===== config.mk =====
export PLATFORM = sky130hd
export DESIGN_NAME = burst_splitter
export DESIGN_NICKNAME = d
export VERILOG_FILES = /design/src/rtl/burst_splitter.sv
export SDC_FILE = /design/constraint.sdc
export NUM_CORES = 1
export LEC_CHECK = 0
export ABC_AREA = 1
export BUFFER_PORTS_ARGS = -buffer_cell sky130_fd_sc_hd__buf_4
export CAP_MARGIN = 20
export CORE_MARGIN = 4
export CORE_UTILIZATION = 45
export CTS_BUF_LIST = sky130_fd_sc_hd__clkbuf_16
export CTS_CLUSTER_SIZE = 14
export DETAILED_ROUTE_END_ITERATION = 8
export GPL_ROUTABILITY_DRIVEN = 1
export HOLD_SLACK_MARGIN = 0.05
export PLACE_DENSITY = 0.69
export SYNTH_ARGS = -nofsm -noshare
export SYNTH_HDL_FRONTEND = slang
export SYNTH_SLANG_ARGS = --single-unit

===== constraint.sdc =====
create_clock -name clk -period 15 [get_ports clk]
set_input_delay 3 -clock clk [delete_from_list [all_inputs] [get_ports clk]]
set_output_delay 3 -clock clk [all_outputs]
set_load 0.02 [all_outputs]

===== src/rtl/burst_splitter.sv =====
module burst_splitter #(
  parameter int DATA_W    = 32,
  parameter int ADDR_W    = 32,
  parameter int LEN_W     = 16,
  parameter int MAX_BEATS = 16
) (
  input  logic                           clk,
  input  logic                           rst_n,
  input  logic                           cmd_valid,
  output logic                           cmd_ready,
  input  logic [ADDR_W-1:0]              cmd_addr,
  input  logic [LEN_W-1:0]               cmd_len,
  output logic                           req_valid,
  input  logic                           req_ready,
  output logic [ADDR_W-1:0]              req_addr,
  output logic [$clog2(MAX_BEATS+1)-1:0] req_beats,
  output logic [DATA_W/8-1:0]            req_be
);
  localparam int NB  = DATA_W / 8;
  localparam int OFS = $clog2(NB);
  localparam int WA  = ADDR_W - OFS;
  localparam int BW  = $clog2(MAX_BEATS + 1);
  localparam logic [NB-1:0] ONES = '1;

  typedef enum logic [1:0] {IDLE, HEAD, MID, TAIL} phase_t;

  phase_t          phase;
  logic [WA-1:0]   word;
  logic [LEN_W-1:0] mid_left;
  logic            tail_pend;
  logic [NB-1:0]   head_be, tail_be;

  // command decode
  logic [ADDR_W-1:0] c_end, c_lastb;
  logic [WA-1:0]     c_first, c_last, c_mid;
  logic [OFS-1:0]    c_hoff, c_toff;
  logic              c_hpart, c_tpart, c_one;
  logic [NB-1:0]     c_hmask, c_tmask;

  assign c_end   = cmd_addr + ADDR_W'(cmd_len);
  assign c_lastb = c_end - 1'b1;
  assign c_first = cmd_addr[ADDR_W-1:OFS];
  assign c_last  = c_lastb[ADDR_W-1:OFS];
  assign c_hoff  = cmd_addr[OFS-1:0];
  assign c_toff  = c_end[OFS-1:0];
  assign c_hpart = c_hoff != '0;
  assign c_tpart = c_toff != '0;
  assign c_one   = c_first == c_last;
  assign c_hmask = ONES << c_hoff;
  assign c_tmask = c_tpart ? ~(ONES << c_toff) : ONES;
  assign c_mid   = c_last - c_first + WA'(1) - WA'(c_hpart) - WA'(c_tpart);

  // middle chunking
  logic [LEN_W-1:0] mid_chunk;
  assign mid_chunk = (mid_left > LEN_W'(MAX_BEATS)) ? LEN_W'(MAX_BEATS) : mid_left;

  assign cmd_ready = phase == IDLE;
  assign req_valid = phase != IDLE;
  assign req_addr  = {word, {OFS{1'b0}}};
  assign req_beats = (phase == MID) ? BW'(mid_chunk) : BW'(1);
  assign req_be    = (phase == HEAD) ? head_be : (phase == TAIL) ? tail_be : ONES;

  always_ff @(posedge clk) begin
    if (!rst_n) begin
      phase     <= IDLE;
      word      <= '0;
      mid_left  <= '0;
      tail_pend <= 1'b0;
      head_be   <= '0;
      tail_be   <= '0;
    end else begin
      case (phase)
        IDLE: if (cmd_valid && cmd_len != '0) begin
          word    <= c_first;
          tail_be <= c_tmask;
          if (c_one) begin
            head_be   <= c_hmask & c_tmask;
            mid_left  <= '0;
            tail_pend <= 1'b0;
            phase     <= HEAD;
          end else begin
            head_be   <= c_hmask;
            mid_left  <= LEN_W'(c_mid);
            tail_pend <= c_tpart;
            phase     <= c_hpart ? HEAD : MID;
          end
        end
        HEAD: if (req_ready) begin
          word <= word + WA'(1);
          if (mid_left != '0)  phase <= MID;
          else if (tail_pend)  phase <= TAIL;
          else                 phase <= IDLE;
        end
        MID: if (req_ready) begin
          word     <= word + WA'(mid_chunk);
          mid_left <= mid_left - mid_chunk;
          if (mid_left == mid_chunk) phase <= tail_pend ? TAIL : IDLE;
        end
        TAIL: if (req_ready) phase <= IDLE;
        default: phase <= IDLE;
      endcase
    end
  end

  p_hold_r9: assert property (@(posedge clk) disable iff (!rst_n)
    req_valid && !req_ready |=> req_valid && $stable(req_addr) && $stable(req_beats) && $stable(req_be));

  p_beats_range_r4: assert property (@(posedge clk) disable iff (!rst_n)
    req_valid |-> req_beats >= BW'(1) && req_beats <= BW'(MAX_BEATS));

  p_burst_full_r4: assert property (@(posedge clk) disable iff (!rst_n)
    req_valid && req_beats > BW'(1) |-> req_be == ONES);

  p_be_nonzero_r1: assert property (@(posedge clk) disable iff (!rst_n)
    req_valid |-> req_be != '0);

  p_contig_r4: assert property (@(posedge clk) disable iff (!rst_n)
    req_valid && req_ready |=> !req_valid ||
      req_addr == $past(req_addr) + ($past(ADDR_W'(req_beats)) << OFS));

  p_zero_len_r8: assert property (@(posedge clk) disable iff (!rst_n)
    cmd_valid && cmd_ready && cmd_len == '0 |=> !req_valid && cmd_ready);

  p_accept_r7: assert property (@(posedge clk) disable iff (!rst_n)
    cmd_valid && cmd_ready && cmd_len != '0 |=> req_valid && !cmd_ready);
endmodule


Word-level counts from Yosys, hierarchy flattened
Cells that the tools add are included.
- bits in registers: 57
- bits in latches: 0
- bits in writable memories: 0
- ROM bits: 0
- output and inout port bits: 43
- memories: 0
- add/sub/neg operators: 9
- $mul: 0
- div/mod/pow operators: 0
- order comparisons: 1
- equality and inequality tests: 10
- shift-type cells: 2
- mux-type cells: 25
- bitwise gates (word level): 2
- reductions and logical operators: 13
- operators with widths (cell ; count):
    30-bit 2-to-1 mux ; 3
    30-bit one-hot mux with 3 select lines ; 1
    16-bit 2-to-1 mux ; 4
    32-bit by 16-bit adder with 32-bit output ; 1
    16-bit one-hot mux with 2 select lines ; 1
    16-bit nonzero test ; 2
    16-bit by 1-bit subtractor with 16-bit output ; 2
    16-bit subtractor ; 2
    32-bit by 1-bit subtractor with 32-bit output (second input constant) ; 1
    30-bit by 1-bit adder with 30-bit output (second input constant) ; 1
    30-bit by 16-bit adder with 30-bit output ; 1
    30-bit equality test ; 1
    2-bit 2-to-1 mux ; 9
    16-bit by 1-bit adder with 16-bit output (second input constant) ; 1
    16-bit equality test ; 1
    16-bit by 5-bit greater-than comparator with 1-bit output (second input constant) ; 1
    4-bit 2-to-1 mux ; 4
    2-bit one-hot mux with 4 select lines ; 1
    2-bit nonzero test ; 4
    4-bit by 2-bit left shift with 4-bit output (first input constant) ; 2
    2-bit inequality test (second input constant) ; 3
    5-bit 2-to-1 mux ; 1
    5-bit AND reduction ; 1
    4-bit bitwise AND ; 1
    11 further kinds ; 13

Logic depth before layout (Yosys ltp)
Gate-level depths: netlist of the first run.
- depth in word-level cells: 9
- gate-level depth with buffers: 31
- depth with buffers taken out: 31

Least setup slack after synthesis of the first run
Ideal clock, no wire load.
- path type: input -> register
- start point: input port cmd_addr[0]
- end point: register mid_left[11]
- setup time: 0.115 ns
- arrival time: 6.890 ns
- required time: 14.885 ns
- slack: 7.996 ns
- stages: 28
- path buffers: 0
- cells stage by stage: ha_1 -> inv_1 -> fa_1 -> ha_1 -> inv_1 -> nor2_2 -> nand3_1 -> nor2_2 -> nand2_1 -> nor2_2 -> xor2_1 -> inv_1 -> ha_1 -> inv_1 -> ha_1 -> ha_1 -> a21oi_1 -> nand2_1 -> nor2_1 -> nor2_1 -> o21ai_0 -> nand2_1 -> nand2_1 -> nand2_1 -> a21oi_1 -> xor2_1 -> nor2_1 -> o21a_1
- cells in the longest elaborated chain, start to end: 9
- elaborated cells on any way between the ends: 12
- RTL lines (element ; RTL line ; text):
    start, declared ; 11 ; input logic [ADDR_W-1:0] cmd_addr,
    32-bit by 16-bit adder with 32-bit output ; 40 ; assign c_end = cmd_addr + ADDR_W'(cmd_len);
    32-bit by 1-bit subtractor with 32-bit output ; 41 ; assign c_lastb = c_end - 1'b1;
    16-bit subtractor ; 51 ; assign c_mid = c_last - c_first + WA'(1) - WA'(c_hpart) - WA'(c_tpart);
    16-bit by 1-bit adder with 16-bit output ; 51 ;
    16-bit by 1-bit subtractor with 16-bit output (2 in a row) ; 51 ;
    16-bit 2-to-1 mux (*) ; 76 ; if (c_one) begin
    16-bit 2-to-1 mux (*) ; 73 ; IDLE: if (cmd_valid && cmd_len != '0) begin
    16-bit one-hot mux with 2 select lines (*) ; 72 ; case (phase)
    end signal, assigned ; 83 ; mid_left <= LEN_W'(c_mid);
    end signal, assigned ; 96 ; mid_left <= mid_left - mid_chunk;
    end, declared ; 29 ; logic [LEN_W-1:0] mid_left;
Every way passes the cells marked *; elsewhere a longest branch is shown, timed or not. The select of a mux whose other input is x is not followed.
A chain may end at the register's enable or synchronous reset.

Worst setup path in the final report of the first run
Same ends and word-level chain as after synthesis.

==> out/qor.txt, run 1 <==
Slowest stage cell, crit path - fa_1
Static Leak - 4.14 nW
Synth top area share - 0.163
Rows - 45
Clk Latency, worst-skew pair - 330 ps
Setup violators final - 0
Routed vias - 7542
Synthesized cell area - 6990 µm²
Synth area leaders - dfxtp_1 (16%), nand2_1 (15%), ha_1 (14%)
CTS sink count - 57
CP Capture Type - register
Longest Clk Path Bufs - 2
Slew @ Worst Pin - 766 ps
Clock-pin slew on the worst setup and hold paths - 50 ps
Initial Utilization - 0.460
FMAX - 139 MHz
Distinct cells, synth - 48
Worst Reg-to-Reg Cells - 21
DRT iter0 DRCs - 532
Ys flop type - dfxtp_1
Post-synth top area cell - dfxtp_1
Post-DP HPWL - 16400 µm
Yosys warning count - 0
Dpl ws - 7500 ps
Yosys reg bits - 57
Final Worst Setup Slack - 7810 ps
Die width - 133 µm
Slew headroom - 0.486
Clk_skew - 7.95 ps
Syn Area/Cell - 6.09 µm²
Peak supply drop - 0.0936 mV
Chip height - 133 µm
Startpoint Class - input pin
Crit path max fanout - 6
Post-route ant nets - 0
Fin nets - 1374
WP data arrival - 7420 ps
PortBufs - 92
Count leader, synth - nand2_1
Seq/Total Area, Yosys - 0.163
Total gr overflow - 0
Setup TNS - 0 ps
Setup CP Type - in2reg
First-pass GRT wire length - 33600 µm
Drt pass-1 iters - 5
Core area - 15200 µm²
Max-cap violations - 0
RD Place Congestion - 0.911
Root Buffer - clkbuf_16
Total CTS buffers - 9
Period utilization - 0.480
Hold WS - 455 ps
Number of synthesized flops with an enable pin - 0
Tmin final - 7190 ps
Worst hold path type - reg2reg
# DRC - 0
Area growth, synth to finish - 17.3%
Syn Inst Count - 1148
RSZ-0062 raised after global routing - false
Initial antenna violation count - 0
CTS resizes - 0
Top post-synthesis cells by count - nand2_1 (285), inv_1 (167), a21oi_1 (119), nor2_1 (98), ha_1 (77)
CTS tree - yes
Largest net degree at the start of global routing - 39
Final Hold Viols - 0
Status - finished clean
Wirelength per Cell - 14.4 µm
Setup bufs post-CTS - 0
Async set or reset register ratio after synthesis - 0
Vias in the first global route - 6796
Worst hold stages - 2
Die area - 17600 µm²
DRT Wirelength - 20600 µm
Final Max Slew Viols - 0
Ports - 95
Share of cells above drive strength 1 - 0.120
H-tree depth - 3
Worst path required time - 15220 ps
GRT Total Usage - 0.232
Hold_buf cts - 0
Via-to-Cell Ratio - 5.27
Slowest stage delay, CP - 550 ps
Pwr Density - 168 nW/µm²
ANT cells - 0
-- path summary, 6_finish.rpt --
kind,endpoint,start,slack [ps]
hold / removal,tail_be[2],tail_be[2],460
setup reg to reg,word[28],phase[0],9770
hold reg to reg,tail_be[2],tail_be[2],460
setup / recovery,mid_left[11],cmd_addr[0],7810
-- sequential cells by signal (all words and copies together), names as in the netlist --
name	count
word	30
mid_left	16
phase	2
tail_pend	1
head_be	4
tail_be	4
-- area by class of cell --
class	count	area (µm²)
Fill cell	1568	7000
Multi-Input combinational cell	902	5120
Sequential cell	57	1140
Timing Repair Buffer	95	713
Inverter	174	653
Tap cell	188	235
Clock buffer	9	225
Clock inverter	7	110
-- through the flow --
stage	util	area (µm²)	power, mW	cells
final	0.540	8200	1.38	1432
after floorplan	-	7040	0.896	1160
after CTS	0.540	8200	1.37	1432
after global placement	0.518	7870	1.13	1416
after global routing	0.540	8200	1.51	1432
after detailed placement	0.518	7870	1.13	1416
-- critical path, delay by kind of cell --
kind	cells	cell delay, ps
xor gates and xnor gates	2	310
AOI/OAI and AO/OA	4	700
and+or+nand+nor	12	1140
buffers and inverters	5	360
adders and majority gates	6	1940
-- layer usage --
layer,track usage,wire (µm),vias to the layer above
met2,0.375,9150,207
met5,0,0,-
met3,0.0331,977,27
met1,0.322,9950,3356
met4,0.0664,495,0
li1,-,-,3952
-- cells in the final DEF, fill, tap and decap left out, types with 3 or more instances in the layout --
cell type	count
nand2_1	285
inv_1	168
a21oi_1	119
nor2_1	98
buf_4	95
ha_1	77
o21ai_0	71
dfxtp_1	57
nand3_1	49
xor2_1	28
nand4_1	21
nor3_1	20
conb_1	14
xnor2_1	11
nor4_1	10
or2_2	9
a31oi_1	9
o211ai_1	9
clkbuf_16	9
nand3b_1	8
nor2_4	7
nor2_2	6
fa_1	6
clkinv_1	5
nand2_2	5
o21bai_1	5
inv_2	4
o221ai_1	4
nand3_2	3
a211oi_1	3
o21ai_1	3
o21a_1	3
bufinv_16	3
-- report_power, final --
group          internal (mW)  total, mW  switching (mW)
sequential             0.206      0.259          0.0531
clock                  0.161      0.235          0.0746
combinational          0.324      0.884           0.561
-- logic make-up (layout without fill, tap and decap cells) --
| family | count (synthesis) | after routing | share of synthesized area |
|---|---|---|---|
| AND/OR/NAND/NOR | 528 | 528 | 0.334 |
| AO/OA/AOI/OAI | 238 | 238 | 0.188 |
| buffers and inverters | 201 | 285 | 0.110 |
| adder cells (fa/ha/maj) | 83 | 83 | 0.155 |
| flip-flops | 57 | 57 | 0.163 |
| XOR/XNOR | 39 | 39 | 0.0489 |
| other | 2 | 14 | 0.00107 |
Note: power is estimated with default switching activity, not from simulation.
==> run 2, diff against run 1 <==
--- a/config.mk
+++ b/config.mk
@@ -15,7 +15,7 @@
 export DETAILED_ROUTE_END_ITERATION = 8
 export GPL_ROUTABILITY_DRIVEN = 1
 export HOLD_SLACK_MARGIN = 0.05
-export PLACE_DENSITY = 0.69
+export PLACE_DENSITY = 0.71
 export SYNTH_ARGS = -nofsm -noshare
 export SYNTH_HDL_FRONTEND = slang
 export SYNTH_SLANG_ARGS = --single-unit
==> constraint.sdc (replaced) <==
create_clock -name clk -period 6.2 [get_ports clk]
set_input_delay 1.24 -clock clk [delete_from_list [all_inputs] [get_ports clk]]
set_output_delay 1.24 -clock clk [all_outputs]
set_load 0.02 [all_outputs]
==> run 2 against run 1 <==
Sequential power is 140% higher. Clock-buffer cell count stayed put. Sequential share of layout area hardly changed. Critical path type unchanged. Highest routed layer unchanged.
==> out/qor.txt, run 2 (synthesized netlist as in run 1, its figures left out) <==
Final Total Pwr - 3.33 mW
Regs by FF count - word x30, mid_left x16
Fillers - 1597
RSZ-0062 raised after global routing - false
PortBufs - 92
Crit. Startpoint - cmd_addr[0]
Die area - 17600 µm²
Via-to-Cell Ratio - 5.22
Hold_buf cts - 0
GRT Total Usage - 0.225
Dpl ws - 411 ps
Worst path required time - 6420 ps
FMAX - 181 MHz
# DRC - 0
Placed cell area - 7880 µm²
Tmin final - 5520 ps
Slowest stage delay, CP - 550 ps
Ports - 95
Slew @ Worst Pin - 788 ps
Storage cell area - 1140 µm²
Static Leak - 4.15 nW
Wirelength per Cell - 14.1 µm
Total CTS buffers - 9
Worst r2r src - mid_left[5]
CTS resizes - 0
Reg2Reg Setup Slack - 1690 ps
Pwr Density - 406 nW/µm²
Multi-input logic area - 5120 µm²
CP Capture Type - register
Area growth, synth to finish - 17.5%
ANT cells - 0
Design area - 8220 µm²
Number of flip-flops in the largest register - 30
Clk_skew - 7.68 ps
Final Worst Setup Slack - 678 ps
RD Place Congestion - 0.931
WP data arrival - 5740 ps
Most common cell after layout, fill and taps aside - nand2_1
Worst hold path type - reg2reg
Setup TNS - 0 ps
Clk Latency, worst-skew pair - 330 ps
Crit path max fanout - 6
Peak supply drop - 0.240 mV
Initial antenna violation count - 0
Max-cap violations - 0
Drt pass-1 iters - 5
Final Max Slew Viols - 0
Setup violators final - 0
Largest Register - word
Period utilization - 0.891
Slew headroom - 0.471
First-pass GRT wire length - 32800 µm
Share of cells above drive strength 1 - 0.121
Root Buffer - clkbuf_16
Cell total after placement - 1418
H-tree depth - 3
DRT iter0 DRCs - 430
Fin nets - 1376
Initial Utilization - 0.460
Vias in the first global route - 6717
CTS sink count - 57
Post-route ant nets - 0
Largest net degree at the start of global routing - 39
Commonest cells after routing, fill and taps aside - nand2_1 (285), inv_1 (168), a21oi_1 (119), nor2_1 (98), buf_4 (97)
Hold Crit Start - tail_be[2]
Final Hold Viols - 0
Die width - 133 µm
Routed vias - 7485
Slowest stage cell, crit path - fa_1
CTS tree - yes
Total gr overflow - 0
Core area - 15200 µm²
Rows - 45
Longest Clk Path Bufs - 2
Setup bufs post-CTS - 0
Clock-pin slew on the worst setup and hold paths - 50 ps
Final Non-Filler Cells - 1434
Status - finished clean
Startpoint Class - input pin
DRT Wirelength - 20300 µm
Chip height - 133 µm
Setup CP Type - in2reg
Post-DP HPWL - 16300 µm
run 2: cell types whose count changed in the layout (fill, tap and decap cells not counted), sizes merged:
cell	before	now
buf	95	97
run 2: worst paths after layout:
path	endpoint	depth (start not counted)
worst min register to register	tail_be[2]	2
worst min-delay path	tail_be[2]	2
worst max-delay path	mid_left[11]	29
worst max register to register	word[28]	22
run 2: cell type report:
cell class / instances / area share
clock buffer: 9 / 0.0274
clock inverter: 7 / 0.0134
inverter: 174 / 0.0795
multi-input combinational: 902 / 0.624
sequential: 57 / 0.139
tap: 188 / 0.0286
timing repair buffer: 97 / 0.0886
run 2: through the flow:
step / util / hold WS (ps)
3_5_place_dp: 0.519 / 449
4_1_cts: 0.541 / 456
5_1_grt: 0.541 / 482
2_1_floorplan: - / 425
6_report: 0.541 / 454
3_3_place_gp: 0.519 / 445
run 2: worst max-delay path: cells and delay by family:
| family | cells | cell delay [ps] |
|---|---|---|
| adder cells (fa/ha/maj) | 6 | 1970 |
| AND/OR/NAND/NOR | 12 | 1160 |
| AO/OA/AOI/OAI | 4 | 670 |
| buffers and inverters | 5 | 380 |
| XOR/XNOR | 2 | 340 |
run 2: metal layers:
layer / track usage / part of all wire / vias up
met4: 0.0652 / 0.024 / 0
met1: 0.309 / 0.48 / 3323
li1: - / - / 3944
met3: 0.0316 / 0.048 / 28
met5: 0 / 0 / -
met2: 0.367 / 0.45 / 190
run 2: report_power, final:
part / switching [mW] / leakage (nW) / internal [mW] / total [mW]
Clock: 0.177 / 0.166 / 0.389 / 0.566
Combinational: 1.35 / 3.51 / 0.787 / 2.14
Sequential: 0.127 / 0.472 / 0.499 / 0.626
